**src/rtl/rspwm_pkg.sv**
```systemverilog
package rspwm_pkg;
    typedef enum logic {
        S_HALT  = 1'b0,
        S_COUNT = 1'b1
    } run_state_t;

    localparam int unsigned NUM_PH = 3;

    localparam logic [2:0] A_PER  = 3'd0;
    localparam logic [2:0] A_CMP0 = 3'd1;
    localparam logic [2:0] A_CTL  = 3'd4;
    localparam logic [2:0] A_LOAD = 3'd5;

    localparam int unsigned C_TEN = 0;
    localparam int unsigned C_LVP = 1;
    localparam int unsigned C_LVN = 2;
    localparam int unsigned C_ENP = 3;
    localparam int unsigned C_ENN = C_ENP + NUM_PH;
    localparam int unsigned CTL_W = C_ENN + NUM_PH;
endpackage

```
**src/rtl/rspwm_regs.sv**
```systemverilog
module rspwm_regs
    import rspwm_pkg::*;
#(
    parameter int unsigned CNT_W = 16
) (
    input  logic                            clk,
    input  logic                            rst_n,
    input  logic                            halted,
    input  logic                            wr_en,
    input  logic [2:0]                      wr_addr,
    input  logic [CNT_W-1:0]                wr_data,
    output logic [CNT_W-1:0]                period,
    output logic [NUM_PH-1:0][CNT_W-1:0]    cmp,
    output logic [CTL_W-1:0]                ctl,
    output logic                            ld_en,
    output logic [CNT_W-1:0]                ld_val
);
    logic wr_ok;
    assign wr_ok  = wr_en && halted;
    assign ld_en  = wr_ok && (wr_addr == A_LOAD);
    assign ld_val = wr_data;

    always_ff @(posedge clk or negedge rst_n) begin
        if (!rst_n) begin
            period <= '0;
            ctl    <= '0;
        end else if (wr_ok) begin
            if (wr_addr == A_PER) period <= wr_data;
            if (wr_addr == A_CTL) ctl    <= wr_data[CTL_W-1:0];
        end
    end

    for (genvar g = 0; g < NUM_PH; g++) begin : g_cmp
        localparam logic [2:0] MY_ADDR = A_CMP0 + 3'(g);
        always_ff @(posedge clk or negedge rst_n) begin
            if (!rst_n)                             cmp[g] <= '0;
            else if (wr_ok && wr_addr == MY_ADDR)   cmp[g] <= wr_data;
        end
    end


    period_frozen_chk: assert property (@(posedge clk) disable iff (!rst_n)
        !halted |=> $stable(period));

    ctl_frozen_chk: assert property (@(posedge clk) disable iff (!rst_n)
        !halted |=> $stable(ctl));
endmodule

```
**src/rtl/rspwm_counter.sv**
```systemverilog
module rspwm_counter
    import rspwm_pkg::*;
#(
    parameter int unsigned CNT_W = 16
) (
    input  logic             clk,
    input  logic             rst_n,
    input  logic             run,
    input  logic             tick,
    input  logic [CNT_W-1:0] period,
    input  logic             ld_en,
    input  logic [CNT_W-1:0] ld_val,
    output logic [CNT_W-1:0] cnt,
    output logic             halted,
    output logic             tgl_q
);
    localparam logic [CNT_W-1:0] ONE = CNT_W'(1);

    run_state_t state, state_nxt;
    logic             adv;
    logic [CNT_W-1:0] cnt_nxt;

    always_ff @(posedge clk or negedge rst_n) begin
        if (!rst_n) state <= S_HALT;
        else        state <= state_nxt;
    end

    always_comb begin
        state_nxt = state;
        unique case (state)
            S_HALT:  if (run)  state_nxt = S_COUNT;
            S_COUNT: if (!run) state_nxt = S_HALT;
        endcase
    end

    assign halted  = (state == S_HALT);
    assign adv     = (state == S_COUNT) && tick;
    assign cnt_nxt = (cnt == period) ? '0 : cnt + ONE;

    always_ff @(posedge clk or negedge rst_n) begin
        if (!rst_n)     cnt <= '0;
        else if (ld_en) cnt <= ld_val;
        else if (adv)   cnt <= cnt_nxt;
    end

    always_ff @(posedge clk or negedge rst_n) begin
        if (!rst_n)                           tgl_q <= 1'b0;
        else if (adv && cnt_nxt == period)    tgl_q <= ~tgl_q;
    end


    wrap_to_zero_chk: assert property (@(posedge clk) disable iff (!rst_n)
        (adv && cnt == period) |=> (cnt == '0));

    no_tick_hold_chk: assert property (@(posedge clk) disable iff (!rst_n)
        (state == S_COUNT && !tick) |=> $stable(cnt));

    halt_hold_chk: assert property (@(posedge clk) disable iff (!rst_n)
        (state == S_HALT && !ld_en) |=> $stable(cnt));

    tgl_idle_chk: assert property (@(posedge clk) disable iff (!rst_n)
        !adv |=> $stable(tgl_q));
endmodule

```
**src/rtl/rspwm_phase.sv**
```systemverilog
module rspwm_phase #(
    parameter int unsigned CNT_W = 16
) (
    input  logic             clk,
    input  logic             rst_n,
    input  logic [CNT_W-1:0] cnt,
    input  logic [CNT_W-1:0] cmp,
    input  logic [CNT_W-1:0] period,
    input  logic             lvl_p,
    input  logic             lvl_n,
    input  logic             en_p,
    input  logic             en_n,
    output logic             out_p,
    output logic             out_n
);
    logic act;
    assign act   = (cnt >= cmp) && (cmp != period);
    assign out_p = (en_p && act)  ? lvl_p : ~lvl_p;
    assign out_n = (en_n && !act) ? lvl_n : ~lvl_n;


    compl_pair_chk: assert property (@(posedge clk) disable iff (!rst_n)
        (en_p && en_n && lvl_p == lvl_n) |-> (out_p != out_n));

    pos_off_chk: assert property (@(posedge clk) disable iff (!rst_n)
        !en_p |-> (out_p == ~lvl_p));

    neg_off_chk: assert property (@(posedge clk) disable iff (!rst_n)
        !en_n |-> (out_n == ~lvl_n));
endmodule

```
**src/rtl/rspwm_gen.sv**
```systemverilog
module rspwm_gen
    import rspwm_pkg::*;
#(
    parameter int unsigned CNT_W = 16
) (
    input  logic              clk,
    input  logic              rst_n,
    input  logic              tick,
    input  logic              run,
    input  logic              wr_en,
    input  logic [2:0]        wr_addr,
    input  logic [CNT_W-1:0]  wr_data,
    output logic [NUM_PH-1:0] ph_p,
    output logic [NUM_PH-1:0] ph_n,
    output logic              tgl_o
);
    logic [CNT_W-1:0]             period, cnt, ld_val;
    logic [NUM_PH-1:0][CNT_W-1:0] cmp;
    logic [CTL_W-1:0]             ctl;
    logic                         ld_en, halted, tgl_q;

    rspwm_regs #(.CNT_W(CNT_W)) u_regs (
        .clk(clk), .rst_n(rst_n), .halted(halted),
        .wr_en(wr_en), .wr_addr(wr_addr), .wr_data(wr_data),
        .period(period), .cmp(cmp), .ctl(ctl),
        .ld_en(ld_en), .ld_val(ld_val)
    );

    rspwm_counter #(.CNT_W(CNT_W)) u_cnt (
        .clk(clk), .rst_n(rst_n), .run(run), .tick(tick),
        .period(period), .ld_en(ld_en), .ld_val(ld_val),
        .cnt(cnt), .halted(halted), .tgl_q(tgl_q)
    );

    for (genvar g = 0; g < NUM_PH; g++) begin : g_ph
        rspwm_phase #(.CNT_W(CNT_W)) u_ph (
            .clk(clk), .rst_n(rst_n),
            .cnt(cnt), .cmp(cmp[g]), .period(period),
            .lvl_p(ctl[C_LVP]), .lvl_n(ctl[C_LVN]),
            .en_p(ctl[C_ENP+g]), .en_n(ctl[C_ENN+g]),
            .out_p(ph_p[g]), .out_n(ph_n[g])
        );
    end

    assign tgl_o = tgl_q & ctl[C_TEN];


    tgl_gate_chk: assert property (@(posedge clk) disable iff (!rst_n)
        !ctl[C_TEN] |-> !tgl_o);
endmodule

```
**config.mk**
```make
export PLATFORM = sky130hd
export DESIGN_NAME = rspwm_gen
export DESIGN_NICKNAME = d
export VERILOG_FILES = /design/src/rtl/rspwm_pkg.sv /design/src/rtl/rspwm_regs.sv /design/src/rtl/rspwm_counter.sv /design/src/rtl/rspwm_phase.sv /design/src/rtl/rspwm_gen.sv
export SDC_FILE = /design/constraint.sdc
export NUM_CORES = 1
export LEC_CHECK = 0
export BUFFER_PORTS_ARGS = -buffer_cell sky130_fd_sc_hd__buf_2
export CAP_MARGIN = 40
export CORE_MARGIN = 4
export CORE_UTILIZATION = 45
export CTS_BUF_LIST = sky130_fd_sc_hd__clkbuf_4 sky130_fd_sc_hd__clkbuf_8 sky130_fd_sc_hd__clkbuf_16
export DETAILED_ROUTE_END_ITERATION = 12
export GPL_TIMING_DRIVEN = 0
export PLACE_DENSITY = 0.69
export SETUP_SLACK_MARGIN = 0.1
export SYNTH_ARGS = -nofsm -noshare
export SYNTH_HDL_FRONTEND = slang
export SYNTH_SLANG_ARGS = --single-unit
```
**constraint.sdc**
```tcl
create_clock -name clk -period 2.8 [get_ports clk]
set_input_delay 0.56 -clock clk [delete_from_list [all_inputs] [get_ports clk]]
set_output_delay 0.56 -clock clk [all_outputs]
set_load 0.01 [all_outputs]
```
==> metrics.yaml, run 1 <==
status:
  status: "finished with violations"
  violations: "negative setup slack"
critical_path:
  max_stage_delay_ps: 430
  r2r_slack_ps: -280
  worstPathMaxFanout: 3
  cpMaxStageDelayCell: "dfrtp_2"
  worstPathRequired_ps: 2240
  critPathLaunchType: "register"
  path_cells: "buf_12 -> ha_4 -> a21o_1 -> a21o_1 -> a21oi_2 -> o21ai_2 -> nor3_2 -> o21a_2 -> o31ai_4 -> xor2_1 -> buf_4 -> buf_6"
  r2r-start: "u_cnt.cnt[0]$_DFFE_PN0P_"
  reg2regPathDepth: 12
  crit_buf_inv: 3
  crit_type: "register to output port"
  crit_family: "compound AO/OA/AOI/OAI gates"
  crit_arrival_ps: 2630
  critPathCaptureType: "output port"
  worst_path_most_repeated_cell: "a21o_1"
  r2r-end: "u_cnt.tgl_q$_DFFE_PN0P_"
timing:
  finClkSkew_ps: 7.57
  rsz0062_at_grt: "yes"
  postLayoutSetupSlackWorst_ps: -393
  hold_viol: 0
  relSlewSlack_pct: 51.7
  tightestPinTransition_ps: 719
  slew_viol_final: 0
  fin_crit_ps: 3190
  max_freq_ghz: 0.313
  setup_viol: 7
  finalCritPeriodShare_pct: 114
  tns_ps: -2160
routing:
  detail_route.iter0.violations: 510
  num_vias: 5412
  avgViaCountPerCell: 5.92
  drc_errors: 0
  ant_nets: 0
  wire_per_inst_um: 20.8
  wl_um: 19000
  drtPass1Iterations: 5
synth:
  syn_area_um2: 6540
  postSynthNetCount: 743
  synthDominantCellAreaShare_pct: 34.8
  yosysWarnings: 0
  yosysSeqAreaShare_pct: 34.8
  synth_edf_count: 0
  synthArstFlopShare_pct: 100
  ys_seq_elements: 91
  synth_cell_type_count: 60
  synth_area_leader_cell: "dfrtp_1"
  synth_flop_cell: "dfrtp_1"
  synth_area_leaders: "dfrtp_1 (35%), mux2_2 (10%), ha_1 (9.4%)"
  syn_inst: 670
  synth_area_per_cell_um2: 9.76
floorplan:
  dieArea_um2: 16500
  core_region_area_um2: 14000
  rows: 43
  initial_core_util_pct: 46.6
  ios: 31
  die_x_um: 129
  fp.dieH_um: 129
global_route:
  track_usage_pct: 23.5
  first_global_vias: 5592
  grt_max_degree: 66
  grt_overflow_total: 0
  antenna_found_initial: 0
  grt_first_pass_wirelength_um: 30200
power_and_ir_drop:
  switching_share_pct: 37.5
  power_switching_w: 0.00218
  finalPower_w: 0.00582
  power_leakage_nw: 3.62
  powerDensity_nw_per_um2: 731
  clkPwrFrac_pct: 23.6
  internal-power_w: 0.00364
  seq_power_share_pct: 34.6
  peakVddDrop_mv: 0.409
  p_comb_share_pct: 41.9
cts:
  root_buffer: "clkbuf_16"
  clkLatencyLatePin_ps: 350
  cts_max_path_buffers: 2
  cts_sinks: 91
  clkTransAtPathRegs_ps: 70
  cts_tree: "done"
  cts_buffers: 9
  htreeDepth: 3
hold_path:
  holdCritPathClass: "input port to async pin"
placed_design:
  dp.cells: 881
  dp_hpwl_um: 13700
  portBuffers: 30
  finalWeightedCongestion: 0.906
final_layout:
  area_growth_pct: 21.7
  instances_no_fill: 914
  layout_commonest_cell: "dfrtp_1"
  finish.utilization_pct: 56.7
  final_cell_mix: "dfrtp_1 (76), xor2_1 (61), mux2_2 (58)"
  drive_above_1_share_pct: 31.9
  n_antenna_cell: 0
  fillCellCount: 1209
  final_nets: 802
flow_run:
  drv_cap: 0
-- per-stage QoR --
stage / instance area (µm²) / hold slack [ps] / setup slack (ps)
detailed placement: 6940 / 459 / -405
floorplan: 6540 / 264 / 104
CTS: 7830 / 131 / -393
global placement: 6910 / 454 / -383
finish: 7960 / 127 / -393
global route: 7960 / 142 / -480
-- kinds of logic (layout without fill, tap and decap cells) --
family / count (synthesis) / in the layout / share of synthesized area (%)
buf+inv: 101 / 165 / 6.74
fa+ha+maj: 49 / 49 / 9.38
compound gates: 123 / 123 / 12.7
flops: 91 / 91 / 34.8
mux: 59 / 59 / 10.1
simple gates: 159 / 159 / 14.0
xor+xnor: 88 / 88 / 12.2
-- worst max path at each step --
stage / startpoint / endpoint / slack (ps) / cells past startpoint
6_report: u_cnt.cnt[9]$_DFFE_PN0P_ / ph_n[0] / -390 / 12
3_3_place_gp: u_cnt.cnt[7]$_DFFE_PN0P_ / u_cnt.tgl_q$_DFFE_PN0P_ / -380 / 10
4_1_cts: u_cnt.cnt[0]$_DFFE_PN0P_ / ph_p[2] / -390 / 12
5_1_grt: u_cnt.cnt[0]$_DFFE_PN0P_ / ph_p[2] / -480 / 12
3_5_place_dp: u_cnt.cnt[7]$_DFFE_PN0P_ / u_cnt.tgl_q$_DFFE_PN0P_ / -400 / 10
2_1_floorplan: u_cnt.cnt[0]$_DFFE_PN0P_ / ph_p[2] / 100 / 11
-- Yosys cell counts (all sizes together) (3+ instances only) --
cell,instances
a41oi,3
xnor2,25
mux2,58
nand3b,3
nor4,19
clkbuf,28
nand2,52
nand2b,9
nor2,13
nand3,6
inv,53
dfrtp,91
a21oi,20
or4,4
buf,20
nand4,14
a221o,9
a32oi,3
o21a,6
ha,49
a31oi,3
o211ai,3
a21o,15
o31ai,3
nor3,14
o21ai,38
a22oi,3
nor3b,5
and2,3
o32ai,3
xor2,61
or2,4
-- registers in the layout, indices dropped and copies added (netlist names) --
register	count
u_regs.cmp	48
u_cnt.cnt	16
u_regs.period	16
u_regs.ctl	9
u_cnt.state	1
u_cnt.tgl_q	1
-- metal layers --
| metal | up-vias | track usage, % | routed length (µm) | share of wire, % |
|---|---|---|---|---|
| met5 | - | 0 | 0 | 0 |
| met4 | 0 | 5.62 | 302 | 1.6 |
| met3 | 32 | 4.40 | 1280 | 6.7 |
| met2 | 192 | 39.6 | 9270 | 49 |
| met1 | 2712 | 31.5 | 8120 | 43 |
| li1 | 2476 | - | - | - |
-- cell type report --
cell class	count	area, µm²	share of cell area, %
well taps	180	225	2.83
flip-flops and latches	91	2300	28.9
repair buffers	64	482	6.05
clock inverters	5	83.8	1.05
plain buffers	32	213	2.67
inverters	53	201	2.53
clock buffers	11	253	3.18
multi-input cells	478	4200	52.8
-- power groups by stage --
stage | combinational, W | clock, W | sequential (W)
final | 0.00244 | 0.00137 | 0.00201
after global routing | 0.00267 | 0.00143 | 0.00205
after CTS | 0.00235 | 0.00138 | 0.00197
after detailed placement | 0.00208 | 0 | 0.00191
after global placement | 0.00200 | 0 | 0.00189
after floorplan | 0.00154 | 0 | 0.00182
-- timing repair --
action                                  4_1_cts  5_1_grt
buffers inserted                             26        7
gates resized for setup                      81       23
pin swaps                                    41       20
endpoints found under the setup margin       19       19
hold buffers                                  0        0
No activity file was read; power rests on OpenSTA's default activity.
==> run 2: changes to the inputs <==
ABC_AREA = 0   (was unset)
SETUP_SLACK_MARGIN = 0.5   (was 0.1)
==> run 2 against run 1 <==
The run still ends with negative setup slack left. Total power about the same. Critical path depth unchanged. Routed wire length increased by 4.5%. Via count increased by 3.6%. Sequential power decreased by 6%. Cell count increased by 3.2%. Critical endpoint is now ph_p[2]. Largest cell class unchanged. Highest routed layer unchanged.
==> metrics.yaml, run 2 (synthesis results as in run 1) <==
status:
  status: "finished with violations"
  violations: "negative setup slack"
final_layout:
  largest_reg_flops: 48  # unchanged
  final_nets: 831  # +3.6%
  area_growth_pct: 27.3
  final_cell_mix: "dfrtp_1 (78), xor2_1 (61), mux2_2 (58)"
  drive_above_1_share_pct: 36.7  # +4.8 points
  layout_commonest_cell: "dfrtp_1"
  finish.utilization_pct: 59.3  # +2.6 points
  top_register: "u_regs.cmp"
  n_antenna_cell: 0  # unchanged
  reg_top3: "u_regs.cmp x48, u_cnt.cnt x16, u_regs.period x16"
  fillCellCount: 1144  # -5.4%
floorplan:
  rows: 43  # unchanged
  ios: 31  # unchanged
  initial_core_util_pct: 46.6  # unchanged
  core_region_area_um2: 14000  # unchanged
  fp.dieH_um: 129  # unchanged
  die_x_um: 129  # unchanged
  dieArea_um2: 16500  # unchanged
cts:
  clkTransAtPathRegs_ps: 70  # about the same
  clkLatencyLatePin_ps: 360  # about the same
  cts_max_path_buffers: 2  # unchanged
  htreeDepth: 3  # unchanged
  cts_tree: "done"
  ctsHoldBuffers: 0  # unchanged
  cts_buffers: 9  # unchanged
  cts_sinks: 91  # unchanged
  root_buffer: "clkbuf_16"
routing:
  drc_errors: 0  # unchanged
  ant_nets: 0  # unchanged
  detail_route.iter0.violations: 525  # +2.9%
  wire_per_inst_um: 21.0  # +1.3%
  avgViaCountPerCell: 5.94  # +0.40%
  num_vias: 5606  # +3.6%
  drtPass1Iterations: 5  # unchanged
  wl_um: 19800  # +4.5%
timing:
  rsz0062_at_grt: "yes"
  finalCritPeriodShare_pct: 113  # -1.2 points
  fin_hold_ws_ps: 149  # +22.2 ps
  setup_viol: 20  # +13
  finClkSkew_ps: 8.55  # +0.981 ps
  tns_ps: -3580  # -1420 ps
  relSlewSlack_pct: 51.3  # -0.33 points
  postLayoutSetupSlackWorst_ps: -358  # +34.9 ps
  max_freq_ghz: 0.317  # +1.1%
  hold_viol: 0  # unchanged
  fin_crit_ps: 3160  # -34.9 ps
  tightestPinTransition_ps: 730  # +10.5 ps
  slew_viol_final: 0  # unchanged
critical_path:
  critPathLaunchType: "register"
  crit_family: "compound AO/OA/AOI/OAI gates"
  worstPathMaxFanout: 3  # unchanged
  worst_path_most_repeated_cell: "a21o_1"
  r2r-start: "u_cnt.cnt[1]$_DFFE_PN0P_"
  cpMaxStageDelayCell: "dfrtp_2"
  crit_buf_inv: 3  # unchanged
  reg2regPathDepth: 13  # +1
  max_stage_delay_ps: 430  # about the same
  path_cells: "inv_4 -> ha_1 -> nand2b_4 -> a21o_1 -> a21o_1 -> a211o_1 -> a21oi_2 -> o21ai_2 -> a41oi_2 -> xor2_1 -> buf_4 -> buf_6"
  worstPathRequired_ps: 2240  # about the same
  crit_type: "register to output port"
  r2r_slack_ps: -330  # -50 ps
  r2r-end: "u_cnt.tgl_q$_DFFE_PN0P_"
  crit_arrival_ps: 2600  # -30 ps
  critPathCaptureType: "output port"
placed_design:
  finalWeightedCongestion: 0.967  # +6.8%
  portBuffers: 30  # unchanged
  dp_hpwl_um: 13900  # +1.5%
  dp_worst_setup_slack_ps: -341  # +63.8 ps
power_and_ir_drop:
  internal-power_w: 0.00352  # -3.1%
  finalPower_w: 0.00582  # about the same
  power_switching_w: 0.00229  # +5.1%
  powerDensity_nw_per_um2: 699  # -4.4%
  peakVddDrop_mv: 0.375  # -8.4%
  clkPwrFrac_pct: 20.8  # -2.8 points
  power_leakage_nw: 3.82  # +5.4%
  p_comb_share_pct: 46.7  # +4.8 points
  seq_power_share_pct: 32.5  # -2.1 points
  switching_share_pct: 39.4  # +1.9 points
global_route:
  grt_max_degree: 61  # -7.6%
  first_global_vias: 5585  # -0.13%
  antenna_found_initial: 0  # unchanged
  grt_overflow_total: 0  # unchanged
  grt_first_pass_wirelength_um: 30900  # +2.4%
  track_usage_pct: 24.3  # +0.76 points
hold_path:
  holdCritPathClass: "input port to async pin"
flow_run:
  drv_cap: 0  # unchanged
[run 2: changes by cell type in the layout (fill, tap and decap cells not counted), moves of 3 or more]
cell / change
clkbuf_2: +8
nor2_2: +3
nor2_1: -3
buf_6: +14
o21ai_0: -9
nor4_2: -3
nor4_4: +4
a21oi_2: +3
o21ai_2: +9
nor3_1: -3
[run 2: power groups by stage]
| stage | combinational, W | clock (W) | sequential, W |
|---|---|---|---|
| floorplan | 0.00157 | 0 | 0.00182 |
| global placement | 0.00204 | 0 | 0.00189 |
| detailed placement | 0.00213 | 0 | 0.00191 |
| CTS | 0.00243 | 0.00123 | 0.00188 |
| global route | 0.00295 | 0.00128 | 0.00192 |
| finish | 0.00272 | 0.00121 | 0.00189 |
[run 2: worst max path at each step]
stage                                   startpoint                      end  slack [ps]  cells after the start
after floorplan           u_cnt.cnt[0]$_DFFE_PN0P_                  ph_p[2]         180                     11
after global placement    u_cnt.cnt[3]$_DFFE_PN0P_  u_cnt.tgl_q$_DFFE_PN0P_        -260                     10
after detailed placement  u_cnt.cnt[1]$_DFFE_PN0P_  u_cnt.tgl_q$_DFFE_PN0P_        -340                     10
after CTS                 u_cnt.cnt[0]$_DFFE_PN0P_                  ph_n[0]        -400                     12
after global routing      u_cnt.cnt[0]$_DFFE_PN0P_                  ph_p[2]        -520                     12
final                     u_cnt.cnt[0]$_DFFE_PN0P_                  ph_p[2]        -360                     12
[run 2: area by class of cell]
| class | count | area (µm²) | share of cell area [%] |
|---|---|---|---|
| well taps | 180 | 225 | 2.71 |
| flip-flops and latches | 91 | 2290 | 27.5 |
| multi-input cells | 478 | 4340 | 52.1 |
| plain buffers | 48 | 342 | 4.10 |
| repair buffers | 77 | 636 | 7.63 |
| clock buffers | 10 | 239 | 2.87 |
| clock inverters | 6 | 47.5 | 0.571 |
| inverters | 53 | 201 | 2.42 |
[run 2: what timing repair did]
| item | CTS | global route |
|---|---|---|
| endpoints found under the hold margin | 0 | 0 |
| gates resized for setup | 98 | 67 |
| endpoints found under the setup margin | 22 | 23 |
| buffers inserted | 21 | 24 |
| pin swaps | 39 | 28 |
| gates cloned | 1 | 0 |
[run 2: layer usage]
layer / up-vias / share of wire, % / global-route usage, %
li1: 2541 / - / -
met1: 2795 / 43 / 32.6
met2: 236 / 48 / 39.1
met3: 34 / 7.1 / 6.31
met4: 0 / 2.0 / 6.55
met5: - / 0 / 0
[run 2: through the flow]
step                std cells  cell area [µm²]
floorplan                 670             6590
global placement          880             6970
detailed placement        881             7000
CTS                       919             7850
global route              943             8330
finish                    943             8330
==> run 3: changes to the inputs <==
CTS_BUF_LIST = sky130_fd_sc_hd__clkbuf_4 sky130_fd_sc_hd__clkbuf_8   (was sky130_fd_sc_hd__clkbuf_4 sky130_fd_sc_hd__clkbuf_8 sky130_fd_sc_hd__clkbuf_16)
==> run 3 against run 2 <==
The flow still finishes with violations (negative setup slack). Clock skew hardly changed. Core utilization is 2.3 points lower. Combinational power is 5% lower. Via count is 3.2% lower. Worst setup slack worse by 66 ps. Worst hold slack worse by 34 ps. Register-to-register slack better by 60 ps. Maximum frequency is 2.0% lower. First-iteration DRC count is 10% lower. Global-route usage is 0.22 points lower. Total power is 8.1% lower. Largest cell class unchanged.
==> metrics.yaml, run 3 (synthesis results as in run 1) <==
timing:
  finClkSkew_ps: 8.60  # +0.0510 ps
  fin_crit_ps: 3220  # +66.0 ps
  finalCritPeriodShare_pct: 115  # +2.4 points
  postLayoutSetupSlackWorst_ps: -424  # -66.0 ps
  hold_viol: 0  # unchanged
  setup_viol: 14  # -30%
  tns_ps: -2810  # +767 ps
  tightestPinTransition_ps: 807  # +76.7 ps
  slew_viol_final: 0  # unchanged
  relSlewSlack_pct: 46.2  # -5.1 points
  max_freq_ghz: 0.310  # -2.0%
  fin_hold_ws_ps: 115  # -33.5 ps
  rsz0062_at_grt: "yes"
status:
  status: "finished with violations"
  violations: "negative setup slack"
critical_path:
  cp-endpoint: "ph_p[2]"
  r2r-end: "u_cnt.tgl_q$_DFFE_PN0P_"
  worstPathMaxFanout: 4  # +1
  critPathLaunchType: "register"
  crit_arrival_ps: 2660  # +60 ps
  reg2regPathDepth: 12  # -1
  crit_type: "register to output port"
  r2r_slack_ps: -270  # +60 ps
  worstPathRequired_ps: 2240  # about the same
  crit_path_start: "u_cnt.cnt[9]$_DFFE_PN0P_"
  critPathCaptureType: "output port"
  r2r-start: "u_cnt.cnt[1]$_DFFE_PN0P_"
routing:
  ant_nets: 0  # unchanged
  avgViaCountPerCell: 5.86  # -1.4%
  num_vias: 5429  # -3.2%
  wire_per_inst_um: 20.6  # -2.1%
  drtPass1Iterations: 6  # +1
  detail_route.iter0.violations: 472  # -10%
  drc_errors: 0  # unchanged
  wl_um: 19100  # -3.8%
placed_design:
  dp.cells: 881  # unchanged
  dp_hpwl_um: 13900  # unchanged
  dpl_cell_area_um2: 7000  # unchanged
  portBuffers: 30  # unchanged
  finalWeightedCongestion: 0.967  # unchanged
cts:
  ctsHoldBuffers: 0  # unchanged
  cts_max_path_buffers: 2  # unchanged
  cts_tree: "done"
  cts_buffers: 9  # unchanged
  htreeDepth: 3  # unchanged
  cts_sinks: 91  # unchanged
  clkTransAtPathRegs_ps: 100  # +30 ps
  root_buffer: "clkbuf_8"
  clkLatencyLatePin_ps: 390  # +30 ps
floorplan:
  initial_core_util_pct: 46.6  # unchanged
  core_region_area_um2: 14000  # unchanged
  dieArea_um2: 16500  # unchanged
  fp.dieH_um: 129  # unchanged
  rows: 43  # unchanged
  ios: 31  # unchanged
  die_x_um: 129  # unchanged
global_route:
  grt_max_degree: 61  # unchanged
  grt_first_pass_wirelength_um: 30800  # -0.40%
  antenna_found_initial: 0  # unchanged
  track_usage_pct: 24.1  # -0.22 points
  first_global_vias: 5545  # -0.72%
  grt_overflow_total: 0  # unchanged
power_and_ir_drop:
  powerDensity_nw_per_um2: 668  # -4.4%
  peakVddDrop_mv: 0.359  # -4.2%
  power_leakage_nw: 3.67  # -4.0%
hold_path:
  holdCritPathClass: "input port to async pin"
final_layout:
  final_nets: 814  # -2.0%
  final_cell_mix: "dfrtp_1 (79), xor2_1 (60), mux2_2 (58)"
  area_growth_pct: 22.4
  fillCellCount: 1201  # +5.0%
  reg_top3: "u_regs.cmp x48, u_cnt.cnt x16, u_regs.period x16"
  drive_above_1_share_pct: 34.3  # -2.4 points
  largest_reg_flops: 48  # unchanged
  n_antenna_cell: 0  # unchanged
  top_register: "u_regs.cmp"
  final_area_um2: 8000  # -3.9%
  instances_no_fill: 926  # -1.8%
  layout_commonest_cell: "dfrtp_1"
flow_run:
  drv_cap: 0  # unchanged
==> run 3: cell types whose count changed in the layout (fill, tap and decap cells not counted), sizes merged <==
cell,change
buf,-14
clkbuf,-3
==> run 3: area by class of cell <==
cell class	count	area, µm²	share of cell area (%)
Multi-Input combinational cell	478	4250	53.1
Sequential cell	91	2290	28.7
Timing Repair Buffer	60	514	6.43
Buffer	48	337	4.21
Tap cell	180	225	2.82
Inverter	53	201	2.52
Clock buffer	10	138	1.72
Clock inverter	6	47.5	0.594
==> run 3: power by group <==
| group | internal, W | switching, W | total (W) |
|---|---|---|---|
| logic | 0.00121 | 0.00137 | 0.00258 |
| clock network | 0.000357 | 0.000528 | 0.000885 |
| registers | 0.00161 | 0.000275 | 0.00188 |
==> run 3: how the worst min path moves through the flow <==
| stage | startpoint | to | cells after the start |
|---|---|---|---|
| after floorplan | rst_n | u_cnt.cnt[0]$_DFFE_PN0P_ | 0 |
| after global placement | u_cnt.tgl_q$_DFFE_PN0P_ | u_cnt.tgl_q$_DFFE_PN0P_ | 1 |
| after detailed placement | u_cnt.tgl_q$_DFFE_PN0P_ | u_cnt.tgl_q$_DFFE_PN0P_ | 1 |
| after CTS | rst_n | u_regs.cmp[14]$_DFFE_PN0P_ | 1 |
| after global routing | rst_n | u_regs.cmp[14]$_DFFE_PN0P_ | 1 |
| final | rst_n | u_regs.period[15]$_DFFE_PN0P_ | 1 |
==> run 3: per-stage QoR <==
stage / power (W) / setup slack (ps) / util, %
2_1_floorplan: 0.00339 / 180 / -
3_3_place_gp: 0.00393 / -256 / 49.6
3_5_place_dp: 0.00403 / -341 / 49.8
4_1_cts: 0.00522 / -452 / 55.1
5_1_grt: 0.00568 / -564 / 57.0
6_report: 0.00535 / -424 / 57.0
==> run 3: critical path: stages (launching register included) <==
cell and delay, ps:
dfrtp_2 490, ha_4 270, a21o_1 180, a21o_1 180, a21oi_2 170, o21ai_2 100
a31oi_2 250, nor2_1 90, a41oi_2 170, xor2_1 150, buf_4 120, buf_4 100
==> run 3: layer usage <==
metal	vias up	track usage [%]	share of wire, %	routed length (µm)
met2	198	38.4	47	8880
met3	39	5.89	7.6	1460
met1	2683	32.7	43	8280
met5	-	0	0	0
li1	2509	-	-	-
met4	0	6.98	2.3	447
==> run 3: timing repair <==
| action | 4_1_cts | 5_1_grt |
|---|---|---|
| setup buffers | 20 | 8 |
| setup endpoints to repair | 22 | 23 |
| gates resized for setup | 102 | 44 |
| pin swaps | 32 | 24 |
| gates cloned | 1 | 0 |
